## src/rtl/cfgw_pkg.sv

```systemverilog
package cfgw_pkg;
  typedef enum logic [1:0] {
    OP_ROUTE   = 2'b00,
    OP_CURRENT = 2'b01,
    OP_RSV_A   = 2'b10,
    OP_RSV_B   = 2'b11
  } cfg_op_e;
endpackage

```

## src/rtl/cfgw_rst_sync.sv

```systemverilog
module cfgw_rst_sync #(
  parameter int STAGES = 2
) (
  input  logic clk,
  input  logic rst_n,
  output logic rst_sync_n
);
  logic [STAGES-1:0] chain_q;
  logic [STAGES-1:0] chain_d;

  always_comb begin
    chain_d = {chain_q[STAGES-2:0], 1'b1};
  end

  always_ff @(posedge clk or negedge rst_n) begin
    if (!rst_n) chain_q <= '0;
    else        chain_q <= chain_d;
  end

  assign rst_sync_n = chain_q[STAGES-1];
endmodule

```

## src/rtl/cfgw_voter.sv

```systemverilog
module cfgw_voter #(
  parameter int W = 16
) (
  input  logic [W-1:0] word_a,
  input  logic [W-1:0] word_b,
  input  logic [W-1:0] word_c,
  input  logic [2:0]   valid,
  output logic [W-1:0] voted,
  output logic         vote_ok,
  output logic         mismatch
);
  for (genvar i = 0; i < W; i++) begin : g_bit
    assign voted[i] = (word_a[i] & word_b[i]) | (word_a[i] & word_c[i]) |
                      (word_b[i] & word_c[i]);
  end

  assign vote_ok  = (valid[0] & valid[1]) | (valid[0] & valid[2]) |
                    (valid[1] & valid[2]);
  assign mismatch = (word_a != word_b) | (word_b != word_c);
endmodule

```

## src/rtl/cfgw_tport.sv

```systemverilog
module cfgw_tport #(
  parameter int W      = 16,
  parameter int STAGES = 2
) (
  input  logic         clk,
  input  logic         rst_n,
  input  logic         tp_clk,
  input  logic         tp_dat,
  output logic [W-1:0] shadow
);
  logic [STAGES-1:0] clk_sync_q, clk_sync_d;
  logic [STAGES-1:0] dat_sync_q, dat_sync_d;
  logic              clk_prev_q, clk_prev_d;
  logic [W-1:0]      shadow_q, shadow_d;
  logic              shift_en;

  always_comb begin
    clk_sync_d = {clk_sync_q[STAGES-2:0], tp_clk};
    dat_sync_d = {dat_sync_q[STAGES-2:0], tp_dat};
    clk_prev_d = clk_sync_q[STAGES-1];
    shift_en   = clk_sync_q[STAGES-1] & ~clk_prev_q;
    shadow_d   = shift_en ? {shadow_q[W-2:0], dat_sync_q[STAGES-1]} : shadow_q;
  end

  always_ff @(posedge clk or negedge rst_n) begin
    if (!rst_n) begin
      clk_sync_q <= '0;
      dat_sync_q <= '0;
      clk_prev_q <= 1'b0;
      shadow_q   <= '0;
    end else begin
      clk_sync_q <= clk_sync_d;
      dat_sync_q <= dat_sync_d;
      clk_prev_q <= clk_prev_d;
      shadow_q   <= shadow_d;
    end
  end

  assign shadow = shadow_q;
endmodule

```

## src/rtl/cfgw_apply.sv

```systemverilog
module cfgw_apply
  import cfgw_pkg::*;
#(
  parameter int          W        = 16,
  parameter int          NCH      = 4,
  parameter int          CW       = 8,
  parameter logic [CW-1:0] DEF_CUR  = 8'd160,
  parameter logic [W-1:0]  DEF_WORD = 16'h0000
) (
  input  logic              clk,
  input  logic              rst_n,
  input  logic              apply,
  input  logic [W-1:0]      word_in,
  output logic [W-1:0]      cfg_word,
  output logic [NCH-2:0]    rx_use_spare,
  output logic [$clog2(NCH)-1:0] tx_spare_src,
  output logic [NCH*CW-1:0] tx_current
);
  localparam int RXW   = NCH - 1;
  localparam int SW    = $clog2(NCH);
  localparam int TX_LO = RXW;
  localparam int CH_LO = CW;

  cfg_op_e         op;
  logic [W-1:0]    word_q, word_d;
  logic [RXW-1:0]  rx_q, rx_d;
  logic [SW-1:0]   tx_q, tx_d;
  logic            route_en, cur_en;

  always_comb begin
    op       = cfg_op_e'(word_in[W-1 -: 2]);
    route_en = apply & (op == OP_ROUTE);
    cur_en   = apply & (op == OP_CURRENT);
    word_d   = apply    ? word_in                : word_q;
    rx_d     = route_en ? word_in[RXW-1:0]        : rx_q;
    tx_d     = route_en ? word_in[TX_LO +: SW]    : tx_q;
  end

  always_ff @(posedge clk or negedge rst_n) begin
    if (!rst_n) begin
      word_q <= DEF_WORD;
      rx_q   <= '0;
      tx_q   <= '0;
    end else begin
      word_q <= word_d;
      rx_q   <= rx_d;
      tx_q   <= tx_d;
    end
  end

  for (genvar ch = 0; ch < NCH; ch++) begin : g_cur
    logic [CW-1:0] cur_q, cur_d;
    logic          hit;

    always_comb begin
      hit   = cur_en & (word_in[CH_LO +: SW] == SW'(ch));
      cur_d = hit ? word_in[CW-1:0] : cur_q;
    end

    always_ff @(posedge clk or negedge rst_n) begin
      if (!rst_n) cur_q <= DEF_CUR;
      else        cur_q <= cur_d;
    end

    assign tx_current[ch*CW +: CW] = cur_q;
  end

  assign cfg_word     = word_q;
  assign rx_use_spare = rx_q;
  assign tx_spare_src = tx_q;
endmodule

```

## src/rtl/cfgword_vote_steer.sv

```systemverilog
module cfgword_vote_steer #(
  parameter int            W        = 16,
  parameter int            NCH      = 4,
  parameter int            CW       = 8,
  parameter int            STAGES   = 2,
  parameter logic [CW-1:0] DEF_CUR  = 8'd160,
  parameter logic [W-1:0]  DEF_WORD = 16'h0000
) (
  input  logic              clk,
  input  logic              rst_n,
  input  logic [W-1:0]      cmd_word_a,
  input  logic [W-1:0]      cmd_word_b,
  input  logic [W-1:0]      cmd_word_c,
  input  logic [2:0]        cmd_valid,
  input  logic              tp_sel,
  input  logic              tp_clk,
  input  logic              tp_dat,
  input  logic              tp_load,
  output logic [W-1:0]      cfg_word,
  output logic [NCH-2:0]    rx_use_spare,
  output logic [$clog2(NCH)-1:0] tx_spare_src,
  output logic [NCH*CW-1:0] tx_current,
  output logic              cfg_mismatch
);
  logic         rst_int_n;
  logic [W-1:0] voted;
  logic         vote_ok;
  logic [W-1:0] shadow;
  logic         apply;
  logic [W-1:0] word_sel;

  cfgw_rst_sync #(.STAGES(STAGES)) u_rst (
    .clk        (clk),
    .rst_n      (rst_n),
    .rst_sync_n (rst_int_n)
  );

  cfgw_voter #(.W(W)) u_vote (
    .word_a   (cmd_word_a),
    .word_b   (cmd_word_b),
    .word_c   (cmd_word_c),
    .valid    (cmd_valid),
    .voted    (voted),
    .vote_ok  (vote_ok),
    .mismatch (cfg_mismatch)
  );

  cfgw_tport #(.W(W), .STAGES(STAGES)) u_tp (
    .clk    (clk),
    .rst_n  (rst_int_n),
    .tp_clk (tp_clk),
    .tp_dat (tp_dat),
    .shadow (shadow)
  );

  always_comb begin
    apply    = tp_sel ? tp_load : vote_ok;
    word_sel = tp_sel ? shadow  : voted;
  end

  cfgw_apply #(
    .W(W), .NCH(NCH), .CW(CW), .DEF_CUR(DEF_CUR), .DEF_WORD(DEF_WORD)
  ) u_apply (
    .clk          (clk),
    .rst_n        (rst_int_n),
    .apply        (apply),
    .word_in      (word_sel),
    .cfg_word     (cfg_word),
    .rx_use_spare (rx_use_spare),
    .tx_spare_src (tx_spare_src),
    .tx_current   (tx_current)
  );
endmodule

```

## config.mk

```make
export PLATFORM = sky130hd
export DESIGN_NAME = cfgword_vote_steer
export DESIGN_NICKNAME = d
export VERILOG_FILES = /design/src/rtl/cfgw_pkg.sv /design/src/rtl/cfgw_rst_sync.sv /design/src/rtl/cfgw_voter.sv /design/src/rtl/cfgw_tport.sv /design/src/rtl/cfgw_apply.sv /design/src/rtl/cfgword_vote_steer.sv
export SDC_FILE = /design/constraint.sdc
export NUM_CORES = 1
export LEC_CHECK = 0
export BUFFER_PORTS_ARGS = -buffer_cell sky130_fd_sc_hd__clkbuf_2
export CORE_ASPECT_RATIO = 1.25
export CORE_MARGIN = 1
export CORE_UTILIZATION = 45
export DETAILED_ROUTE_END_ITERATION = 7
export PLACE_DENSITY = 0.71
export SKIP_CTS_REPAIR_TIMING = 1
export SLEW_MARGIN = 25
export SYNTH_ARGS = -nofsm -noshare
export SYNTH_HDL_FRONTEND = slang
export SYNTH_HIERARCHICAL = 1
export SYNTH_SLANG_ARGS = --single-unit
export TNS_END_PERCENT = 1
```

## constraint.sdc

```tcl
create_clock -name clk -period 2.9 [get_ports clk]
set_clock_uncertainty 0.05 [all_clocks]
set_input_delay 0.435 -clock clk [delete_from_list [all_inputs] [get_ports clk]]
set_output_delay 0.435 -clock clk [all_outputs]
set_load 0.05 [all_outputs]
```

# --- After elaboration in Yosys (flattened, before gate mapping) ---
# Index checks and enable logic that the tools add are counted.
classes:
  eq_ne: 6
  mux: 2
  bitwise: 94
  reduce_logical: 2
op_table:
  columns: ["op", "n"]
  rows:
  - ["1-bit AND", 58]
  - ["1-bit bitwise OR", 35]
  - ["16-bit != test", 2]
  - ["16-bit 2-to-1 mux", 1]
  - ["2-bit by 1-bit equality test with 1-bit output, second input constant", 2]
  - ["2-bit equality test, second input constant", 2]
  - ["2-bit zero test", 2]
  - ["1-bit 2-to-1 mux", 1]
  - ["1-bit NOT", 1]
word_totals:
  reg_bits: 76
  in_bits: 57
  output_inout_bits: 54
  wordCells: 116

# --- Logic depth before layout (Yosys ltp) ---
logic_depth:
  ltp_word: 7
  ltp_mapped: 7
  depth_no_buf: 6

# --- Hierarchy ---
# The synthesis kept the hierarchy.
modules_own_cells:
  columns: ["mod", "n_inst", "cells_per_inst", "area_each_um2", "seq_area_each_um2"]
  rows:
  - ["cfgw_apply", 1, 118, 2074.5, 1336.3]
  - ["cfgw_tport", 1, 40, 788.3, 525.5]
  - ["cfgw_voter", 1, 60, 625.6, 0.0]
  - ["cfgword_vote_steer", 1, 19, 260.2, 0.0]
  - ["cfgw_rst_sync", 1, 3, 53.8, 50.0]

# --- Worst setup path after synthesis ---
# No wires, ideal clock.
synth_path:
  path_type: "input to register"
  from: "in cmd_word_a[8]"
  to: "reg u_apply.g_cur[0].cur_q[0]"
  setup_ps: 125
  t_arrival_ps: 2035
  required_time_ps: 2725
  path_slack_ps: 691
  cell_stages: 7
  path_buffers: 1
  path_cell_list: "ha_1 > a211o_1 > mux2_4 > and4bb_4 > and2_1 > buf_6 > mux2_2"
synth_via:
  elab_chain_cells: 6
  word_cells_on_any_way: 7
  classes_between: "mux: 1; bitwise: 5; reduce/logical: 1"
synth_rtl:
  columns: ["item", "line_no", "text"]
  rows:
  - ["start, declared", "cfgword_vote_steer.sv:11", "input logic [W-1:0] cmd_word_a,"]
  - ["1-bit AND", "cfgw_voter.sv:13", "assign voted[i] = (word_a[i] & word_b[i]) | (word_a[i] & word_c[i]) |"]
  - ["1-bit bitwise OR (*) (2 in series)", "cfgw_voter.sv:13", null]
  - ["via voted[8]", "cfgword_vote_steer.sv:26", "logic [W-1:0] voted;"]
  - ["16-bit 2-to-1 mux (*)", "cfgword_vote_steer.sv:58", "word_sel = tp_sel ? shadow : voted;"]
  - ["via word_sel[8]", "cfgword_vote_steer.sv:30", "logic [W-1:0] word_sel;"]
  - ["2-bit zero test (*)", "cfgw_apply.sv:56", "hit = cur_en & (word_in[CH_LO +: SW] == SW'(ch));"]
  - ["1-bit AND (*)", "cfgw_apply.sv:56", null]
  - ["end signal, assigned", "cfgw_apply.sv:62", "else cur_q <= cur_d;"]
  - ["end, declared", "cfgw_apply.sv:52", "logic [CW-1:0] cur_q, cur_d;"]
# The timed path passes the listed nets; every way through them passes the cells marked *.
# A chain may end at the register's enable or synchronous reset.

# --- Worst setup path in the final report ---
layout_path:
  from: "in cmd_word_b[3]"
  to: "out cfg_mismatch"
layout_via:
  elab_chain_cells: 2
  word_cells_on_any_way: 3
  classes_between: "eq/ne: 2; bitwise: 1"
layout_rtl:
  columns: ["item", "line_no", "text"]
  rows:
  - ["start, declared", "cfgword_vote_steer.sv:12", "input logic [W-1:0] cmd_word_b,"]
  - ["16-bit != test", "cfgw_voter.sv:19", "assign mismatch = (word_a != word_b) | (word_b != word_c);"]
  - ["1-bit bitwise OR (*)", "cfgw_voter.sv:19", null]
  - ["end, declared", "cfgword_vote_steer.sv:23", "output logic cfg_mismatch"]
# Every way passes the cells marked *; elsewhere a longest branch is shown, timed or not.

==> Implementation_results.wiki <==
{| class="wikitable"
! Metric !! Value
|-
| Data arrival at the endpoint of the critical path || around 1.9 ns
|-
| Critical path capture point type || output port
|-
| Count of final max-slew check failures || 0
|-
| Run status || finished with violations
|-
| Vert. Die Dim || approximately 100 um
|-
| Crit path max fanout || 2
|-
| Area added between synthesis and finish || 21.5%
|-
| Number of cell instances on the worst register-to-register path || 4
|-
| Ratio of routed vias to standard cells || 5.40
|-
| Detailed Route WL || approximately 7.9 mm
|-
| I/O pin count || roughly 110
|-
| Post-Route Utilization || between 50% and 60%
|-
| Area used by multi-input combinational logic || 1790 um2
|-
| Post-synth net total || roughly 330
|-
| Upper clock frequency limit || 417 MHz
|-
| Antenna violations before repair || 0
|-
| Setup_tns || 0 ns
|-
| Weighted congestion at the end of routability-driven global placement || between 0.8 and 0.9
|-
| Deepest clock path buffer count || 2
|-
| Synth Area per Inst || about 16 um2
|-
| Post-layout net count || 446
|-
| Reported leakage power || between 2 and 2.5 nW
|-
| Cell Area, Synth || approximately 3800 um2
|-
| Seq/Total Area, Yosys || between 50% and 60%
|-
| Maximum resistive drop on vdd || roughly 0.0008 V
|-
| Synth Register Bits || 76
|-
| Die X-Extent || approximately 84 um
|-
| Required time worst endpoint || between 2 and 2.5 ns
|-
| Post-route ant nets || 0
|-
| Total die area || 8820 um2
|-
| Starting utilization of the core area || approximately 46%
|-
| Post-Synthesis Cells || 240
|-
| Iteration-0 DRC Markers || ~120
|-
| Critical path start-end classification || input pin to output port
|-
| Setup violation total in the final timing report || 0
|-
| Max Cap Violations || 0
|-
| Remaining design rule violation count || 18
|-
| Reg2reg setup slack || a little under 1 ns
|-
| Floorplan core area || 8190 um2
|-
| YS warnings || 6
|-
| Power, Total || slightly below 5 mW
|-
| Worst-Skew Late Latency || between 0.3 and 0.4 ns
|-
| Placed wire-length estimate after detailed placement || 6.09 mm
|-
| Global Route Usage Sum || 19.0%
|-
| Via count of the first global-routing pass || ~2600
|-
| R2R Path Start || u_tp/shadow[8]$_DFFE_PN0P_
|-
| Startpoint type of the worst setup path || input pin
|-
| FILL cells || 678
|-
| Fin crit share || about 83%
|-
| CTS sink count || 76
|-
| Number of distinct library cells after synthesis || 24
|-
| RSZ-0062 raised after global routing || no
|-
| Largest net degree at the start of global routing || between 70 and 80
|-
| Initial DRT Pass Iterations || 6
|-
| H-tree levels || 3
|-
| TritonCTS Buffers || 9
|-
| Vias after detailed routing || about 2500
|-
| Rel. slew slack || 63.4%
|-
| TritonCTS clock tree || built
|-
| Final Hold Vio Count || 0
|-
| Cell at the root of the clock tree || clkbuf_8
|-
| Number of input and output port buffers inserted || 110
|-
| Total congestion overflow after global routing || 0
|-
| Hold crit path type || flop to async pin
|-
| Clock slew seen by the registers of the worst setup and hold paths || roughly 0.070 ns
|-
| Final critical-path required period || about 2.4 ns
|-
| First-pass GRT wire length || approximately 13 mm
|-
| Area occupied by registers || approximately 1900 um2
|-
| Share of post-route cells with drive strength above 1 || 63.4%
|-
| Ant diodes || 0
|-
| Row Count || 37
|-
| Failing checks || design-rule violations
|-
| Pwr dens || about 1100 nW/um2
|-
| Pin slew with the least headroom to its limit || between 0.5 and 0.6 ns
|-
| End of the worst register-to-register path || u_apply/g_cur[0].cur_q[4]$_DFFE_PN0P_
|-
| Average wire length per cell after detail routing || roughly 17 um
|}
[kinds of logic after synthesis]
group / count (synthesis) / share of synthesized area [%]
DFF: 76 / 50.3
and+or+nand+nor: 19 / 4.15
adders and majority gates: 33 / 10.8
other: 1 / 0.0986
AOI/OAI and AO/OA: 16 / 3.69
buffers and inverters: 9 / 2.76
muxes: 86 / 28.2
[worst max-delay path: stages]
cell,delay (ns)
clkbuf_2,0.10
ha_1,0.31
nor4_1,0.44
nand4_1,0.15
or2_1,0.25
clkbuf_2,0.23
[how the worst max path moves through the flow]
stage,start,to,slack [ns],cells after the start
finish,cmd_word_b[3],cfg_mismatch,0.50,6
global route,cmd_word_a[1],cfg_mismatch,0.42,6
CTS,cmd_word_b[3],cfg_mismatch,0.52,6
detailed placement,cmd_word_a[8],u_apply/g_cur[0].cur_q[1]$_DFFE_PN0P_,0.35,7
global placement,cmd_word_a[8],u_apply/g_cur[0].cur_q[3]$_DFFE_PN0P_,0.39,7
floorplan,u_rst/chain_q[1]$_DFF_PN0_,u_apply/cfg_word[0]$_DFFE_PN0P_,0.59,0
[Yosys cell counts, drive strengths merged]
cell,n,area (um2)
or2,2,12.5
a211o,16,140
nor2b,1,13.8
maj3,1,10.0
nand4,2,12.5
dfrtp,68,1700
nand2,1,6.26
and4bb,1,16.3
nor4,8,56.3
nor2,1,6.26
nor3b,1,12.5
ha,32,400
mux2,86,1070
inv,1,3.75
buf,8,101
dfstp,8,210
and2,1,6.26
conb,1,3.75
nand4b,1,15.0
[sequential cells by signal, summed over array words and instances, names as in the netlist]
| name | count |
|---|---|
| u_tp/clk_prev_q | 1 |
| u_apply/rx_use_spare | 3 |
| u_apply/g_cur.cur_q | 32 |
| u_tp/clk_sync_q | 2 |
| u_apply/tx_spare_src | 2 |
| u_tp/shadow | 16 |
| u_rst/chain_q | 2 |
| u_apply/cfg_word | 16 |
| u_tp/dat_sync_q | 2 |
[area by class of cell]
cell class,instances,area share [%]
clock inverters,5,1.14
repair buffers,114,13.1
clock buffers,10,2.98
multi-input cells,155,38.7
inverters,1,0.0813
flip-flops and latches,76,41.5
well taps,97,2.63
[layer usage]
layer	GRT usage (%)	routed length (um)
met1	22.8	3260
met2	32.7	4050
met3	4.82	441
met4	7.51	159
met5	0	0
[placed cells by master, fill, tap and decap left out, types with 2 or more instances in the layout]
cell      count
a211o_1      16
buf_4         2
clkbuf_2    110
clkbuf_8     10
clkinv_2      3
dfrtp_1      67
dfstp_2       8
ha_1         32
mux2_2       57
mux2_4       28
nand4_1       2
nor4_1        7
or2_1         2
[power by group]
part	internal (mW)	switching, mW
Combinational	0.754	1.58
Clock	0.412	0.361
Sequential	1.51	0.251
[per-stage QoR]
stage	setup WS (ns)	cell area, um2	std cells	hold slack (ns)
after floorplan	0.591	3800	240	0.0894
after global placement	0.393	4390	441	0.171
after detailed placement	0.353	4390	441	0.173
after CTS	0.516	4580	456	-0.193
after global routing	0.424	4620	458	0.130
final	0.499	4620	458	0.156
Note: power is estimated with default switching activity, not from simulation.
